===== src/rtl/ccal_pkg.sv =====
package ccal_pkg;

  typedef struct packed {
    logic       faster;
    logic [4:0] steps;
  } trim_t;

  localparam int FRAME_MIN = 64;

  // A minute index lies in the corrected window when it is below twice the step count.
  function automatic logic in_window(input logic [5:0] fidx, input logic [4:0] steps);
    return ({1'b0, fidx} < {1'b0, steps, 1'b0});
  endfunction

endpackage


===== src/rtl/ccal_prescale.sv =====
module ccal_prescale #(
  parameter int PRE_DIV = 256
) (
  input  logic clk,
  input  logic rst_n,
  input  logic clr,
  input  logic run,
  input  logic stretch,
  output logic carry
);
  localparam int LONG = PRE_DIV + PRE_DIV / 2;
  localparam int W    = $clog2(LONG);

  logic [W-1:0] pcnt;
  logic [W-1:0] limit;

  assign limit = stretch ? W'(LONG - 1) : W'(PRE_DIV - 1);
  assign carry = run && !clr && (pcnt >= limit);

  always_ff @(posedge clk or negedge rst_n) begin
    if (!rst_n)      pcnt <= '0;
    else if (clr)    pcnt <= '0;
    else if (run)    pcnt <= carry ? '0 : pcnt + W'(1);
  end

  AST_PRE_RANGE: assert property (@(posedge clk) disable iff (!rst_n)
    pcnt <= W'(LONG - 1));
  AST_PRE_FROZEN: assert property (@(posedge clk) disable iff (!rst_n)
    (!run && !clr) |=> $stable(pcnt));

endmodule


===== src/rtl/ccal_secdiv.sv =====
module ccal_secdiv #(
  parameter int SEC_DIV = 128
) (
  input  logic clk,
  input  logic rst_n,
  input  logic clr,
  input  logic carry,
  input  logic dbl,
  output logic at_start,
  output logic tick
);
  localparam int W = $clog2(SEC_DIV + 2);

  logic [W-1:0] scnt;
  logic [W-1:0] step;
  logic [W-1:0] nxt;

  assign at_start = (scnt == '0);
  assign step     = (dbl && at_start) ? W'(2) : W'(1);
  assign nxt      = scnt + step;
  assign tick     = carry && (nxt >= W'(SEC_DIV));

  always_ff @(posedge clk or negedge rst_n) begin
    if (!rst_n)      scnt <= '0;
    else if (clr)    scnt <= '0;
    else if (carry)  scnt <= tick ? '0 : nxt;
  end

  AST_SEC_RANGE: assert property (@(posedge clk) disable iff (!rst_n)
    scnt < W'(SEC_DIV));
  AST_SEC_FROZEN: assert property (@(posedge clk) disable iff (!rst_n)
    (!carry && !clr) |=> $stable(scnt));

endmodule


===== src/rtl/ccal_sched.sv =====
module ccal_sched
  import ccal_pkg::*;
#(
  parameter int SEC_PER_MIN = 60
) (
  input  logic       clk,
  input  logic       rst_n,
  input  logic       clr,
  input  logic       sec_tick,
  input  logic [4:0] steps,
  output logic       min_tick,
  output logic       adj
);
  localparam int SW = (SEC_PER_MIN > 1) ? $clog2(SEC_PER_MIN) : 1;
  localparam logic [SW-1:0] LAST = SW'(SEC_PER_MIN - 1);

  logic [SW-1:0] sidx;
  logic [5:0]    fidx;

  assign min_tick = sec_tick && (sidx == LAST);
  assign adj      = (sidx == '0) && in_window(fidx, steps);

  always_ff @(posedge clk or negedge rst_n) begin
    if (!rst_n) begin
      sidx <= '0;
      fidx <= '0;
    end else if (clr) begin
      sidx <= '0;
      fidx <= '0;
    end else if (sec_tick) begin
      if (sidx == LAST) begin
        sidx <= '0;
        fidx <= fidx + 6'd1;
      end else begin
        sidx <= sidx + SW'(1);
      end
    end
  end

  AST_FRAME_STEP: assert property (@(posedge clk) disable iff (!rst_n)
    min_tick |=> (fidx == $past(fidx) + 6'd1));
  AST_WINDOW_CAP: assert property (@(posedge clk) disable iff (!rst_n)
    adj |-> (fidx < 6'(FRAME_MIN - 2)));

endmodule


===== src/rtl/ccal_divider.sv =====
module ccal_divider
  import ccal_pkg::*;
#(
  parameter int PRE_DIV     = 256,
  parameter int SEC_DIV     = 128,
  parameter int SEC_PER_MIN = 60,
  parameter int TST_DIV     = 64
) (
  input  logic       clk,
  input  logic       rst_n,
  input  logic       stop,
  input  logic       div_clr,
  input  logic [5:0] trim_cfg,
  output logic       sec_pulse,
  output logic       min_pulse,
  output logic       test_wave
);
  localparam int TW = $clog2(TST_DIV);

  trim_t         trim;
  logic          run;
  logic          carry;
  logic          at_start;
  logic          tick;
  logic          min_tick;
  logic          adj;
  logic          stretch;
  logic          dbl;
  logic [TW-1:0] tcnt;

  assign trim    = trim_t'(trim_cfg);
  assign run     = !stop;
  assign stretch = adj && at_start && !trim.faster;
  assign dbl     = adj && trim.faster;

  ccal_prescale #(.PRE_DIV(PRE_DIV)) u_pre (
    .clk(clk), .rst_n(rst_n), .clr(div_clr), .run(run),
    .stretch(stretch), .carry(carry)
  );

  ccal_secdiv #(.SEC_DIV(SEC_DIV)) u_sec (
    .clk(clk), .rst_n(rst_n), .clr(div_clr), .carry(carry),
    .dbl(dbl), .at_start(at_start), .tick(tick)
  );

  ccal_sched #(.SEC_PER_MIN(SEC_PER_MIN)) u_sch (
    .clk(clk), .rst_n(rst_n), .clr(div_clr), .sec_tick(tick),
    .steps(trim.steps), .min_tick(min_tick), .adj(adj)
  );

  always_ff @(posedge clk or negedge rst_n) begin
    if (!rst_n) begin
      tcnt      <= '0;
      sec_pulse <= 1'b0;
      min_pulse <= 1'b0;
    end else begin
      sec_pulse <= tick;
      min_pulse <= min_tick;
      if (div_clr)  tcnt <= '0;
      else if (run) tcnt <= tcnt + TW'(1);
    end
  end

  assign test_wave = tcnt[TW-1];

  AST_MIN_ALIGN: assert property (@(posedge clk) disable iff (!rst_n)
    min_pulse |-> sec_pulse);
  AST_CLR_QUIET: assert property (@(posedge clk) disable iff (!rst_n)
    div_clr |=> !sec_pulse);
  AST_STOP_QUIET: assert property (@(posedge clk) disable iff (!rst_n)
    (stop && !div_clr) |=> (!sec_pulse && $stable(test_wave)));

endmodule


===== config.mk =====
export PLATFORM = sky130hd
export DESIGN_NAME = ccal_divider
export DESIGN_NICKNAME = d
export VERILOG_FILES = /design/src/rtl/ccal_pkg.sv /design/src/rtl/ccal_prescale.sv /design/src/rtl/ccal_secdiv.sv /design/src/rtl/ccal_sched.sv /design/src/rtl/ccal_divider.sv
export SDC_FILE = /design/constraint.sdc
export NUM_CORES = 1
export LEC_CHECK = 0
export BUFFER_PORTS_ARGS = -buffer_cell sky130_fd_sc_hd__buf_2
export CORE_MARGIN = 2
export CORE_UTILIZATION = 65
export CTS_CLUSTER_SIZE = 16
export DETAILED_ROUTE_END_ITERATION = 8
export PLACE_DENSITY_LB_ADDON = 0.05
export SLEW_MARGIN = 25
export SYNTH_ARGS = -nofsm -noshare
export SYNTH_HDL_FRONTEND = slang
export SYNTH_HIERARCHICAL = 1
export SYNTH_SLANG_ARGS = --single-unit

===== constraint.sdc =====
create_clock -name clk -period 6.8 [get_ports clk]
set_input_delay 0.68 -clock clk [delete_from_list [all_inputs] [get_ports clk]]
set_output_delay 0.68 -clock clk [all_outputs]
set_load 0.005 [all_outputs]

==> impl_metrics.yaml <==
setup_path:
  reg2reg_slack_ns: 2.20
  crit_path_start_kind: "flip-flop"
  critPathArrivalTime_ns: 4.81
  crit_start: "u_sec/scnt[3]$_DFFE_PN0P_"
  r2r-start: "u_sec/scnt[3]$_DFFE_PN0P_"
  criticalPathCategory: "reg2reg"
  reg2reg_depth: 13
  timing.rr.end: "u_sch/fidx[5]$_DFFE_PN0P_"
  crit_fanout: 15
  cp-end-kind: "flip-flop"
  crit_required_ns: 7.02
yosys:
  ys_seq_elements: 37
  yosysWarnings: 6
  netlist_top_cells_area: "dfrtp_1, ha_1, nand2_1"
  synth_edf_count: 0
  syn-cell-area_mm2: 0.00227
  ys_async_sr_fraction_pct: 100
  synth_most_common_cell: "dfrtp_1"
  synth_common_cells: "dfrtp_1, nand2_1, nor2_1, inv_1"
  synth.avg_cell_area_um2: 9.79
  synth_top_area_share_pct: 40.8
  synthFlopType: "dfrtp_1"
  synth-seq-area-share_pct: 40.8
  ys_types: 61
  postSynthCellCount: 232
  synth_fp_nets: 255
  yosys.area.top_type: "dfrtp_1"
floorplan:
  die_w_um: 63.1
  pin_count: 13
  die_h_um: 63.1
  rows: 21
  fp.dieArea_mm2: 0.00398
  initial_core_util_pct: 68.1
  design.core.area_mm2: 0.00334
timing:
  tightest_slew_ns: 0.862
  fmax_mhz: 217
  slew_viol_final: 0
  max_slew_margin_pct: 42.5
  rsz0062_at_grt: "false"
  finalSetupViolCount: 0
  finalCritPeriodShare_pct: 67.6
  setup-tns-final_ns: 0
  post-route-min-period_ns: 4.60
  worst_slack_ns: 2.20
  fin_skew_ns: 0.00687
  hold_viol: 0
clocking:
  numCtsBuffers: 5
  post_cts_buffers: 0
  cts_resized: 0
  clock_sinks: 37
  htreeDepth: 2
  cts_tree: "done"
  cts_buffer_depth: 2
  cts_hold_buf: 0
  clk_latency_ns: 0.32
  path_clk_slew_ns: 0.10
  root_buffer: "clkbuf_4"
final_layout:
  diodes: 0
  finalNetCount: 268
  stdcell_area_mm2: 0.00240
  syn_to_final_growth_pct: 5.51
  layout-drive-gt1-share_pct: 14.8
  instances_no_fill: 290
run_status:
  status: "complete, no violations"
global_route:
  grt-ovfl-total: 0
  grt_max_degree: 38
  track_usage_pct: 24.0
  grt_pass1_vias: 1764
  grt_pass1_wl_mm: 7.71
  antenna_found_initial: 0
place:
  dpl_cell_area_mm2: 0.00235
  dpl.hpwl_mm: 3.19
  port-buffer-count: 12
  dp_slack_ns: 2.00
  gp_congestion: 0.821
  placedCellCount: 284
route:
  wl_per_cell_um: 15.2
  drtPass1Iterations: 4
  detail_route.iter0.violations: 161
  route.antenna.remaining_nets: 0
  num_vias: 1836
  routed_wl_mm: 4.40
  drc_errors: 0
  routed_via_density: 6.33
min_path:
  hold_class: "in2async"
power_and_ir_drop:
  p_leak_nw: 1.05
  p_per_area_mw_per_mm2: 146
  peakVddDrop_mv: 0.137
  power_mw: 0.351
flow_run:
  drv_cap: 0
[flip-flops by register name, summed over array words and instances (netlist names)]
signal,count
u_sch/fidx,6
min_pulse,1
u_sch/sidx,6
tcnt,6
u_sec/scnt,8
sec_pulse,1
u_pre/pcnt,9
[through the flow]
| stage | util (%) | hold slack, ns |
|---|---|---|
| global route | 71.8 | 0.508 |
| floorplan | - | 0.384 |
| finish | 71.8 | 0.435 |
| global placement | 70.5 | 0.526 |
| detailed placement | 70.5 | 0.532 |
| CTS | 71.8 | 0.455 |
[critical path, cell delays in order (launching register included)]
cell and delay, ns:
dfrtp_1 0.46, or4_2 0.66, nor2_1 0.18, nand2_1 0.07, nor2_1 0.13, inv_1 0.06
ha_1 0.30, nand3_1 0.08, or3_4 0.47, a21oi_1 0.70, o21a_1 0.39, nand3_2 0.26
nor4_1 0.35, mux2_2 0.37
[layout by cell type (no fill, tap or decap), drive strengths merged, types with 3 or more instances in the layout]
cell type  count
or3            7
nor4           5
o211ai         4
a2111oi        4
nor2          15
mux2i          4
ha            13
nand2b         6
buf           12
xor2           5
nand4          6
o2111ai        3
o31ai          4
dfrtp         37
or4            6
nand2         19
nand3         14
nand3b         3
clkbuf         5
a21oi         13
o21ai          9
inv           14
[report_power, final]
| part | internal (mW) | switching, mW | total [mW] |
|---|---|---|---|
| Clock | 0.0359 | 0.0647 | 0.101 |
| Combinational | 0.00863 | 0.0160 | 0.0247 |
| Sequential | 0.222 | 0.00306 | 0.225 |
[worst max-delay path by stage]
| stage | cells after the start | slack (ns) | to |
|---|---|---|---|
| finish | 13 | 2.20 | u_sch/fidx[5]$_DFFE_PN0P_ |
| global route | 13 | 1.84 | u_sch/fidx[5]$_DFFE_PN0P_ |
| CTS | 13 | 2.25 | u_sch/fidx[5]$_DFFE_PN0P_ |
| detailed placement | 16 | 2.00 | u_sch/fidx[5]$_DFFE_PN0P_ |
| global placement | 16 | 2.18 | u_sch/fidx[5]$_DFFE_PN0P_ |
| floorplan | 17 | 2.67 | u_sch/fidx[5]$_DFFE_PN0P_ |
[layout make-up]
cell class                      count  area (um^2)
Clock buffer                        5         37.5
Inverter                           14         52.6
Tap cell                           46         57.6
Timing Repair Buffer               12         60.1
Fill cell                         255          941
Clock inverter                      1         5.00
Multi-Input combinational cell    175         1260
Sequential cell                    37          926
[logic make-up (layout without fill, tap and decap cells)]
logic type	count (synthesis)	after routing	share of synthesized area, %
multiplexers	5	5	2.26
flip-flops	37	37	40.8
buffers and inverters	20	32	3.86
XOR/XNOR	7	7	2.70
AO/OA/AOI/OAI	54	54	17.6
AND/OR/NAND/NOR	96	96	25.7
adder cells (fa/ha/maj)	13	13	7.16
[metal layers]
layer / wire length [um] / track usage, % / up-vias
li1: - / - / 898
met1: 1980 / 31.4 / 885
met2: 2210 / 40.2 / 47
met3: 170 / 4.11 / 6
met4: 51 / 8.61 / 0
met5: 0 / 0 / -
No activity file was read; power rests on OpenSTA's default activity.
